$ cat src/rtl/uart_irq_pkg.sv
package uart_irq_pkg;
  localparam int IER_W = 8;
  localparam int ID_W  = 6;

  localparam logic [ID_W-1:0] ID_NONE     = 6'h01;
  localparam logic [ID_W-1:0] ID_LINE     = 6'h06;
  localparam logic [ID_W-1:0] ID_RXDATA   = 6'h04;
  localparam logic [ID_W-1:0] ID_THRE     = 6'h02;
  localparam logic [ID_W-1:0] ID_MODEM    = 6'h00;
  localparam logic [ID_W-1:0] ID_XOFF     = 6'h10;
  localparam logic [ID_W-1:0] ID_FLOWEDGE = 6'h20;

  typedef struct packed {
    logic ierWr;
    logic iirRd;
    logic msrRd;
    logic thrWr;
  } busStrobe_t;
endpackage

$ cat src/rtl/uart_irq_ctrl.sv
module uart_irq_ctrl
  import uart_irq_pkg::*;
#(
  parameter int ADDR_W   = 3,
  parameter int ADDR_THR = 0,
  parameter int ADDR_IER = 1,
  parameter int ADDR_IIR = 2,
  parameter int ADDR_MSR = 6
) (
  input  logic              busWrEn,
  input  logic              busRdEn,
  input  logic [ADDR_W-1:0] busAddr,
  output busStrobe_t        strobe
);
  localparam logic [ADDR_W-1:0] A_THR = ADDR_W'(ADDR_THR);
  localparam logic [ADDR_W-1:0] A_IER = ADDR_W'(ADDR_IER);
  localparam logic [ADDR_W-1:0] A_IIR = ADDR_W'(ADDR_IIR);
  localparam logic [ADDR_W-1:0] A_MSR = ADDR_W'(ADDR_MSR);

  always_comb begin
    strobe.ierWr = busWrEn && (busAddr == A_IER);
    strobe.thrWr = busWrEn && (busAddr == A_THR);
    strobe.iirRd = busRdEn && (busAddr == A_IIR);
    strobe.msrRd = busRdEn && (busAddr == A_MSR);
  end
endmodule

$ cat src/rtl/uart_irq_dp.sv
module uart_irq_dp
  import uart_irq_pkg::*;
#(
  parameter int LS_W = 4
) (
  input  logic             clk,
  input  logic             rstN,
  input  busStrobe_t       strobe,
  input  logic [IER_W-1:0] wrData,
  input  logic             enhGate,
  input  logic             rxDataReady,
  input  logic             thrEmpty,
  input  logic [LS_W-1:0]  lineErr,
  input  logic             modemDelta,
  input  logic             xoffRcvd,
  input  logic             ctsIn,
  input  logic             rtsOut,
  output logic [IER_W-1:0] ierValue,
  output logic             sleepEn,
  output logic             intr,
  output logic [ID_W-1:0]  irqId
);
  localparam int LOW_W    = IER_W / 2;
  localparam int N_FLOW   = 2;           // index 1 = CTS, index 0 = RTS
  localparam int FLOW_BIT = IER_W - N_FLOW;

  logic [IER_W-1:0]  ierQ, ierEff;
  logic [N_FLOW-1:0] flowLvl, flowPrev, flowRise, flowPend;
  logic              threPrev, threPend, threRise, xoffPend;
  logic              srcLine, srcRx, srcThre, srcModem, srcXoff, srcEdge;
  logic [ID_W-1:0]   nextId;
  logic              nextIntr;

  assign flowLvl = {ctsIn, rtsOut};
  assign ierEff  = {ierQ[IER_W-1:LOW_W] & {(IER_W-LOW_W){enhGate}}, ierQ[LOW_W-1:0]};

  always_ff @(posedge clk) begin
    if (!rstN) begin
      ierQ <= '0;
    end else if (strobe.ierWr) begin
      ierQ[LOW_W-1:0] <= wrData[LOW_W-1:0];
      if (enhGate) ierQ[IER_W-1:LOW_W] <= wrData[IER_W-1:LOW_W];
    end
  end

  generate
    for (genvar g = 0; g < N_FLOW; g++) begin : gFlow
      assign flowRise[g] = flowLvl[g] & ~flowPrev[g];
      always_ff @(posedge clk) begin
        if (!rstN) begin
          flowPrev[g] <= 1'b0;
          flowPend[g] <= 1'b0;
        end else begin
          flowPrev[g] <= flowLvl[g];
          flowPend[g] <= flowRise[g] | (flowPend[g] & ~strobe.msrRd);
        end
      end
    end
  endgenerate

  assign threRise = thrEmpty & ~threPrev;

  always_ff @(posedge clk) begin
    if (!rstN) begin
      threPrev <= 1'b0;
      threPend <= 1'b0;
      xoffPend <= 1'b0;
    end else begin
      threPrev <= thrEmpty;
      threPend <= threRise |
                  (threPend & ~(strobe.thrWr | (strobe.iirRd && irqId == ID_THRE)));
      xoffPend <= xoffRcvd | (xoffPend & ~(strobe.iirRd && irqId == ID_XOFF));
    end
  end

  always_comb begin
    srcLine  = (|lineErr) & ierEff[2];
    srcRx    = rxDataReady & ierEff[0];
    srcThre  = threPend & ierEff[1];
    srcModem = modemDelta & ierEff[3];
    srcXoff  = xoffPend & ierEff[5];
    srcEdge  = |(flowPend & ierEff[IER_W-1:FLOW_BIT]);
    nextIntr = srcLine | srcRx | srcThre | srcModem | srcXoff | srcEdge;
    if      (srcLine)  nextId = ID_LINE;
    else if (srcRx)    nextId = ID_RXDATA;
    else if (srcThre)  nextId = ID_THRE;
    else if (srcModem) nextId = ID_MODEM;
    else if (srcXoff)  nextId = ID_XOFF;
    else if (srcEdge)  nextId = ID_FLOWEDGE;
    else               nextId = ID_NONE;
  end

  always_ff @(posedge clk) begin
    if (!rstN) begin
      intr  <= 1'b0;
      irqId <= ID_NONE;
    end else begin
      intr  <= nextIntr;
      irqId <= nextId;
    end
  end

  assign ierValue = ierQ;
  assign sleepEn  = ierEff[4];

  // the request and the code always agree
  assert_intr_id_agree_R11: assert property (@(posedge clk) disable iff (!rstN)
    intr == (irqId != ID_NONE));

  // upper mask bits are locked while the gate is clear
  assert_upper_locked_R2: assert property (@(posedge clk) disable iff (!rstN)
    (strobe.ierWr && !enhGate) |=> ierQ[IER_W-1:LOW_W] == $past(ierQ[IER_W-1:LOW_W]));

  // gated causes cannot be reported while the gate is clear
  assert_gate_hides_upper_R3: assert property (@(posedge clk) disable iff (!rstN)
    !enhGate |=> (irqId != ID_XOFF) && (irqId != ID_FLOWEDGE));

  // an all-zero mask keeps the request low
  assert_masked_quiet_R10: assert property (@(posedge clk) disable iff (!rstN)
    (ierQ == '0) |=> !intr);

  // a modem-status read acknowledges edge events
  assert_edge_cleared_R8: assert property (@(posedge clk) disable iff (!rstN)
    (strobe.msrRd && flowRise == '0) |=> flowPend == '0);
endmodule

$ cat src/rtl/uart_irq_unit.sv
module uart_irq_unit
  import uart_irq_pkg::*;
#(
  parameter int ADDR_W   = 3,
  parameter int LS_W     = 4,
  parameter int ADDR_THR = 0,
  parameter int ADDR_IER = 1,
  parameter int ADDR_IIR = 2,
  parameter int ADDR_MSR = 6
) (
  input  logic              clk,
  input  logic              rstN,
  input  logic              busWrEn,
  input  logic              busRdEn,
  input  logic [ADDR_W-1:0] busAddr,
  input  logic [7:0]        busWrData,
  input  logic              enhGate,
  input  logic              rxDataReady,
  input  logic              thrEmpty,
  input  logic [LS_W-1:0]   lineErr,
  input  logic              modemDelta,
  input  logic              xoffRcvd,
  input  logic              ctsIn,
  input  logic              rtsOut,
  output logic [7:0]        ierValue,
  output logic              sleepEn,
  output logic              intr,
  output logic [5:0]        irqId
);
  busStrobe_t strobe;

  uart_irq_ctrl #(
    .ADDR_W(ADDR_W), .ADDR_THR(ADDR_THR), .ADDR_IER(ADDR_IER),
    .ADDR_IIR(ADDR_IIR), .ADDR_MSR(ADDR_MSR)
  ) ctrl_i (
    .busWrEn(busWrEn), .busRdEn(busRdEn), .busAddr(busAddr), .strobe(strobe)
  );

  uart_irq_dp #(.LS_W(LS_W)) dp_i (
    .clk(clk), .rstN(rstN), .strobe(strobe), .wrData(busWrData),
    .enhGate(enhGate), .rxDataReady(rxDataReady), .thrEmpty(thrEmpty),
    .lineErr(lineErr), .modemDelta(modemDelta), .xoffRcvd(xoffRcvd),
    .ctsIn(ctsIn), .rtsOut(rtsOut), .ierValue(ierValue), .sleepEn(sleepEn),
    .intr(intr), .irqId(irqId)
  );
endmodule

$ cat config.mk
export PLATFORM = sky130hd
export DESIGN_NAME = uart_irq_unit
export DESIGN_NICKNAME = d
export VERILOG_FILES = /design/src/rtl/uart_irq_pkg.sv /design/src/rtl/uart_irq_ctrl.sv /design/src/rtl/uart_irq_dp.sv /design/src/rtl/uart_irq_unit.sv
export SDC_FILE = /design/constraint.sdc
export NUM_CORES = 1
export LEC_CHECK = 0
export ABC_CLOCK_PERIOD_IN_PS = 1300
export BUFFER_PORTS_ARGS = -buffer_cell sky130_fd_sc_hd__buf_2
export CORE_UTILIZATION = 39
export DETAILED_ROUTE_END_ITERATION = 16
export PLACE_DENSITY = 0.73
export SLEW_MARGIN = 10
export SYNTH_ARGS = -nofsm -noshare
export SYNTH_HDL_FRONTEND = slang
export SYNTH_SLANG_ARGS = --single-unit
$ cat constraint.sdc
create_clock -name clk -period 1.3 [get_ports clk]
set_input_delay 0.325 -clock clk [delete_from_list [all_inputs] [get_ports clk]]
set_output_delay 0.325 -clock clk [all_outputs]
set_load 0.01 [all_outputs]
### Yosys cells after proc, flatten, opt, wreduce, memory -nomap -nowiden

Cells that the tools add are included.

| cells by class | value |
|---|---|
| bitwise gates (word level) | 31 |
| reductions and logical operators | 12 |
| equality and inequality tests | 5 |
| muxes and demuxes | 6 |

Operators by type and width:

| cell | count |
|---|---|
| bitwise AND 1 bit | 12 |
| two-way mux 3 bit | 4 |
| bitwise OR 1 bit | 10 |
| NOT 1 bit | 7 |
| == test 6 x 2 -> 1 bit, second input constant | 1 |
| == test 6 x 5 -> 1 bit, second input constant | 1 |
| logical AND 1 bit | 6 |
| two-way mux 6 bit | 1 |
| OR reduction 6 bit | 1 |
| two-way mux 5 bit | 1 |
| OR reduction 5 bit | 1 |
| bitwise AND 4 bit | 1 |
| OR reduction 4 bit | 1 |
| == test 3 x 1 -> 1 bit, second input constant | 1 |
| == test 3 x 2 -> 1 bit, second input constant | 1 |
| == test 3 bit, second input constant | 1 |
| zero test 3 bit | 1 |
| bitwise AND 2 bit | 1 |
| AND reduction 2 bit | 1 |
| OR reduction 2 bit | 1 |

| word-level totals | value |
|---|---|
| output and inout bits | 16 |
| register bits after elaboration | 22 |
| logic and storage cells | 67 |
| bits of input ports | 26 |

### Longest topological paths before layout

Gate-level depths: netlist of the first run.

| depth | value |
|---|---|
| depth after elaboration | 9 |
| depth in mapped cells | 4 |
| gate-level depth less buffers | 3 |

### By module

Synthesis of the first run repeated with hierarchy kept, for this count alone.

| second synthesis, totals | value |
|---|---|
| cells, all modules | 90 |
| area total of the unflattened synthesis | 885.8 um2 |

By module, submodules not included:

| module | times used | cells each | sequential area each (um2) | area an instance (um2) |
|---|---|---|---|---|
| uart_irq_dp | 1 | 86 | 420.4 | 834.6 |
| uart_irq_ctrl | 1 | 4 | 0.0 | 51.3 |

### Worst setup path after synthesis of the first run

Ideal clock, no wire load.

| path | value |
|---|---|
| path type | input -> register |
| from | input busAddr[2] |
| to | register dp_i.threPend |
| setup time | 127 ps |
| stages | 3 |
| buffers on the path | 0 |
| arrival time | 1,139 ps |
| slack | 34 ps |
| data required time | 1,173 ps |
| path through | or4_4 -> nor4b_2 -> o32ai_1 |

| on the way | value |
|---|---|
| cells in the longest elaborated chain, start to end | 7 |
| elaborated cells between the ends (all ways) | 9 |
| classes of those cells | eq/ne: 1; bitwise: 4; reduce/logical: 4 |

Ends and longest elaborated chain:

| what | line | source |
|---|---|---|
| from (decl) | uart_irq_unit.sv:15 | `input logic [ADDR_W-1:0] busAddr,` |
| == test 3 x 2 -> 1 bit | uart_irq_ctrl.sv:23 | `strobe.iirRd = busRdEn && (busAddr == A_IIR);` |
| logical AND 1 bit | uart_irq_ctrl.sv:23 |  |
| logical AND 1 bit | uart_irq_dp.sv:71 | `(threPend & ~(strobe.thrWr \| (strobe.iirRd && irqId == ID_THRE)));` |
| bitwise OR 1 bit * | uart_irq_dp.sv:71 |  |
| NOT 1 bit * | uart_irq_dp.sv:71 |  |
| bitwise AND 1 bit * | uart_irq_dp.sv:71 |  |
| bitwise OR 1 bit * | uart_irq_dp.sv:70 | `threPend <= threRise \|` |
| to (signal assigned) | uart_irq_dp.sv:70 |  |
| to (decl) | uart_irq_dp.sv:29 | `logic threPrev, threPend, threRise, xoffPend;` |

Every way passes the cells marked *; elsewhere a longest branch is shown, timed or not.
A chain may end at the register's enable or synchronous reset.

### Worst setup path after layout of the first run

| path | value |
|---|---|
| from | register dp_i.irqId[0] |
| to | register dp_i.threPend |

| on the way | value |
|---|---|
| cells in the longest elaborated chain, start to end | 6 |

Ends and longest elaborated chain:

| what | line | source |
|---|---|---|
| from (decl) | uart_irq_dp.sv:21 | `output logic [ID_W-1:0] irqId` |
| from (signal assigned) | uart_irq_dp.sv:99 | `irqId <= nextId;` |
| == test 6 x 2 -> 1 bit | uart_irq_dp.sv:71 |  |
| logical AND 1 bit | uart_irq_dp.sv:71 |  |
| bitwise OR 1 bit | uart_irq_dp.sv:71 |  |
| NOT 1 bit | uart_irq_dp.sv:71 |  |
| bitwise AND 1 bit | uart_irq_dp.sv:71 |  |
| bitwise OR 1 bit | uart_irq_dp.sv:70 |  |

Every way passes these cells.

==> flow_metrics.tcl, run 1 <==
set metrics [dict create \
    synth_nets 114 \
    antenna_cells 0 \
    htreeDepth 1 \
    min_period_over_period_pct 97.7 \
    setup_violations 0 \
    synthFlopType "dfxtp_1" \
    synth-adder-area-share_pct 0 \
    synth_top_family_by_area "simple AND/OR/NAND/NOR gates" \
    chipWidth_um 48.5 \
    syn_area_per_cell_um2 9.58 \
    routedWlPerCell_um 11.5 \
    post-dp-hpwl_mm 1.41 \
    grt_overflow 0 \
    syn_area_um2 843 \
    p_comb_share_pct 11.6 \
    vdd_drop_max_v 0.000450 \
    power.total_uw 1120 \
    synth.distinct_cells 29 \
    async_flop_share_pct 0 \
    io_buffers 40 \
    drive_gt1_share_pct 42.5 \
    crit_fanout 2 \
    root_buffer "clkbuf_4" \
    status "complete, no violations" \
    crit_chain "or4_4 -> nor4b_4 -> o32ai_1" \
    max_cap_violations 0 \
    ys_ff_latch 21 \
    synth-xor-area-share_pct 0 \
    track_usage_pct 17.2 \
    cp-end-kind "flop" \
    synth.most_common_cell "dfxtp_1" \
    finalHoldViolations 0 \
    drt-initial-drc-count 13 \
    drt-vias-per-instance 4.80 \
    grt_max_degree 14 \
    path_class "reg -> reg" \
    grt_pass1_wl_mm 3.13 \
    powerDensity_nw_per_um2 966 \
    synth-compound-area-share_pct 12.2 \
    die_h_um 48.5 \
    r2r-start "dp_i.irqId[0]" \
    coreArea_um2 2000 \
    place.gp.congestion 0.837 \
    io_pins 42 \
    grt_pass1_vias 754 \
    ctsHoldBuffers 0 \
    crit_required_ns 1.49 \
    p_leak_uw 0.000575 \
    fmax_ghz 0.787 \
    cts_tree "built" \
    cpMaxStageDelayCell "or4_4" \
    critPathArrivalTime_ns 1.46 \
    vias 772 \
    ant_nets 0 \
    fin_skew_ns 0.00644 \
    fin_crit_ns 1.27 \
    worstSetupStartpointType "flop" \
    antenna_found_initial 0 \
    clk_latency_ns 0.30 \
    synth.yosys.seq_area_share_pct 49.9 \
    worstHoldPathType "in -> reg" \
    synth_top_area_share_pct 49.9 \
    rows 16 \
    rsz0062_at_grt "yes" \
    clkSlewWorstSetupHoldPaths_ns 0.11 \
    routed_wl_mm 1.85 \
    hold_slack_ns 0.227 \
    drt_first_pass_iters 4 \
    clock_sinks 21 \
    netSwitchingFraction_pct 23.5 \
    switching_power_uw 262 \
    synth_area_leader_cell "dfxtp_1" \
    clockBufferDepth 2 \
    synth.area.top_cells "dfxtp_1 (50%), mux2i_1 (9.5%), nand2_1 (7.1%)" \
    slew_violations 0 \
    cts_inserted_buffers 3 \
    synth_common_cells "dfxtp_1 (21), nand2_1 (16), mux2i_1 (8)" \
    max_stage_delay_ns 0.52 \
    cp-startpoint "dp_i.irqId[0]" \
    intPower_uw 853 \
    synth-simple-area-share_pct 23.0 \
    yosysWarnings 0 \
    p_seq_share_pct 61.3 \
    syn_to_final_growth_pct 36.9 \
    dieArea_um2 2350 \
    min_from "rtsOut" \
    synth_mux_area_share_pct 9.50 \
    layout.nets 161 \
    syn_inst 88 \
    synth_edf_count 0 \
    start_util_pct 42.1 \
    power_frac_clock_pct 27.1 \
    drcViolationCount 0 \
]
==> layout by cell type, fill, tap and decap left out, types with 2 or more instances in the layout <==
cell	netlist	layout
buf_2	1	40
clkbuf_4	0	3
nand2_1	16	16
inv_1	6	6
o21ai_0	2	2
nor2b_1	5	5
o22ai_1	2	2
dfxtp_2	0	3
dfxtp_1	21	18
a21boi_0	2	2
buf_4	1	5
nand3_1	3	3
mux2i_1	8	8
nor2_1	3	3
==> metal layers <==
layer,up-vias,global-route usage [%],routed length [um],part of all wire [%]
met2,29,31.2,927,50
li1,395,-,-,-
met5,-,0,0,0
met1,346,19.5,798,43
met4,0,8.82,13,0.70
met3,2,2.52,106,5.7
==> final timing paths <==
path	to	slack [ns]	cells after the start
setup reg to reg	dp_i.threPend	0.03	3
setup / recovery	dp_i.threPend	0.03	3
hold reg to reg	dp_i.threPend	0.42	1
hold / removal	dp_i.flowPrev[0]	0.23	3
==> state kept, by name, summed over array words and instances, names as in the netlist <==
register and flops:
dp_i.intr 1, dp_i.flowPend 2, dp_i.flowPrev 2, dp_i.ierValue 8, dp_i.irqId 5, dp_i.xoffPend 1, dp_i.threPend 1, dp_i.threPrev 1
==> layout make-up <==
cell class	count	area (um2)
clock buffer	3	22.5
clock inverter	1	5.00
fill	192	847
inverter	6	22.5
multi-input combinational	57	389
sequential	21	424
tap	27	33.8
timing repair buffer	46	258
==> timing repair <==
action / CTS / global route
gates resized for setup: 0 / 4
setup buffers: 0 / 2
endpoints found under the setup margin: 0 / 4
==> through the flow <==
stage	setup TNS (ns)	setup slack, ns	util (%)	area [um2]	std cells
floorplan	0	0.0341	-	843	88
global placement	-0.193	-0.107	54.9	1100	155
detailed placement	-0.327	-0.144	54.9	1100	155
CTS	0	0.00293	56.3	1130	159
global route	-0.0430	-0.0396	57.7	1150	161
finish	0	0.0293	57.7	1150	161
==> logic make-up (layout without fill, tap and decap cells) <==
logic type      after synthesis  after routing
compound gates               13             13
buf+inv                      10             56
flops                        21             21
mux                           8              8
other cells                   1              1
simple gates                 35             35
==> power by group through the flow <==
stage                     Clock (uW)  Sequential (uW)  Combinational (uW)
after detailed placement           0              697                 123
after floorplan                    0              696                54.4
after CTS                        312              683                 124
final                            302              683                 130
after global placement             0              696                 119
after global routing             349              686                 144
==> critical path: cells and delay by family, from the launching register on <==
family	cells	cell delay [ns]
AOI/OAI and AO/OA	1	0.09
DFF	1	0.34
and+or+nand+nor	2	0.73
Note: power is estimated with default switching activity, not from simulation.
==> inputs of run 2 (changes only) <==
- REMOVE_ABC_BUFFERS: unset -> 1
==> run 2 against run 1 <==
Maximum frequency is 1.1% lower. Cell area is 1.6% lower. Sequential cell count stayed put. Die area stayed put. Largest power group unchanged. Highest routed layer unchanged.
==> flow_metrics.tcl, run 2 (same netlist as run 1, synthesis figures left out) <==
set metrics [dict create \
    multi_input_area_um2 380 \
    setup_violations 0 \
    ctsHoldBuffers 0 \
    min_period_over_period_pct 98.9 \
    path_class "reg -> reg" \
    vias 780 \
    htreeDepth 1 \
    finalHoldViolations 0 \
    worstHoldPathType "in -> reg" \
    io_pins 42 \
    critPathArrivalTime_ns 1.47 \
    syn_to_final_growth_pct 34.7 \
    p_leak_uw 0.000570 \
    worstSetupStartpointType "flop" \
    routedWlPerCell_um 11.5 \
    fin_cells 160 \
    placed_cells 156 \
    final_cell_mix "buf_2 (40), dfxtp_1 (20), nand2_1 (16), mux2i_1 (8), inv_1 (6)" \
    drive_gt1_share_pct 40.6 \
    layout.nets 160 \
    powerDensity_nw_per_um2 983 \
    rsz0062_at_grt "yes" \
    drt_first_pass_iters 4 \
    ant_nets 0 \
    max_stage_delay_ns 0.51 \
    drt-vias-per-instance 4.88 \
    grt_max_degree 23 \
    seq_area_um2 422 \
    root_buffer "clkbuf_4" \
    busiest_layer "met2" \
    cp_num_buf_inv 0 \
    slew_violations 0 \
    fmax_ghz 0.778 \
    grt_overflow 0 \
    start_util_pct 42.1 \
    routed_wl_mm 1.83 \
    clock_sinks 21 \
    cp-end-kind "flop" \
    dieArea_um2 2350 \
    crit_fanout 2 \
    drcViolationCount 0 \
    coreArea_um2 2000 \
    place.gp.congestion 0.835 \
    cpMaxStageDelayCell "or4_4" \
    crit_chain "or4_4 -> nor4b_2 -> o32ai_1" \
    fin_crit_ns 1.29 \
    antenna_cells 0 \
    grt_use_met3_pct 1.26 \
    die_h_um 48.5 \
    rows 16 \
    crit_family "simple AND/OR/NAND/NOR gates" \
    clk_latency_ns 0.30 \
    grtUsageMet1_pct 19.9 \
    chipWidth_um 48.5 \
    track_usage_pct 16.6 \
    post-dp-hpwl_mm 1.43 \
    cts_inserted_buffers 3 \
    vdd_drop_max_v 0.000392 \
    final_common_cell "buf_2" \
    antenna_found_initial 0 \
    cts_tree "built" \
    crit_required_ns 1.49 \
    met2_usage_pct 29.6 \
    status "complete, no violations" \
    fin_skew_ns 0.00908 \
    fin_setup_tns_ns 0 \
    clkSlewWorstSetupHoldPaths_ns 0.12 \
    max_cap_violations 0 \
    grt_pass1_wl_mm 3.08 \
    clockBufferDepth 2 \
    fill_cells 193 \
    grt_pass1_vias 766 \
    drt-initial-drc-count 13 \
    io_buffers 40 \
    largest_reg_flops 8 \
]
==> run 2: cell types whose count changed in the layout (fill, tap and decap cells not counted) <==
cell and delta:
buf_4 -1, dfxtp_1 +2, dfxtp_2 -2, nor4b_2 +1
nor4b_4 -1
==> run 2: worst paths after layout <==
check                                    from               end  slack, ns  cells after the start
worst min register to register  dp_i.threPrev     dp_i.threPend       0.42                      1
worst max-delay path            dp_i.irqId[0]     dp_i.threPend       0.01                      3
worst max register to register  dp_i.irqId[0]     dp_i.threPend       0.01                      3
worst min-delay path                   rtsOut  dp_i.flowPrev[0]       0.22                      3
==> run 2: layout make-up <==
type / count / area share, %
flip-flops and latches: 21 / 37.1
inverters: 6 / 1.98
multi-input cells: 57 / 33.5
well taps: 27 / 2.97
repair buffers: 45 / 22.0
clock buffers: 3 / 1.98
clock inverters: 1 / 0.441
==> run 2: worst min-delay path, cell delays in order <==
cell     delay, ns
buf_2         0.08
nand2_1       0.06
inv_1         0.04
==> run 2: metal layers <==
metal	routed length [um]	vias to the layer above
met1	856	367
met3	73	2
met4	15	0
li1	-	389
met2	888	22
met5	0	-
==> run 2: timing repair <==
action                                  CTS  global route
resized for setup                         0             1
buffers inserted                          0             0
endpoints found under the setup margin    1             3
pin swaps                                 1             0
==> run 2: per-stage QoR <==
stage	setup slack, ns	total power [uW]	util [%]	hold WS, ns	area, um2
after CTS	0.00896	1120	56.7	0.214	1130
final	0.0146	1120	56.8	0.218	1140
after floorplan	0.0341	742	-	0.388	823
after detailed placement	-0.132	821	55.3	0.405	1110
after global routing	-0.0466	1180	56.8	0.221	1140
after global placement	-0.103	816	55.3	0.399	1110
==> run 2: report_power, final <==
group / switching [uW] / internal (uW)
registers: 15.1 / 667
logic: 58.0 / 66.2
clock network: 195 / 115
total: 268 / 848
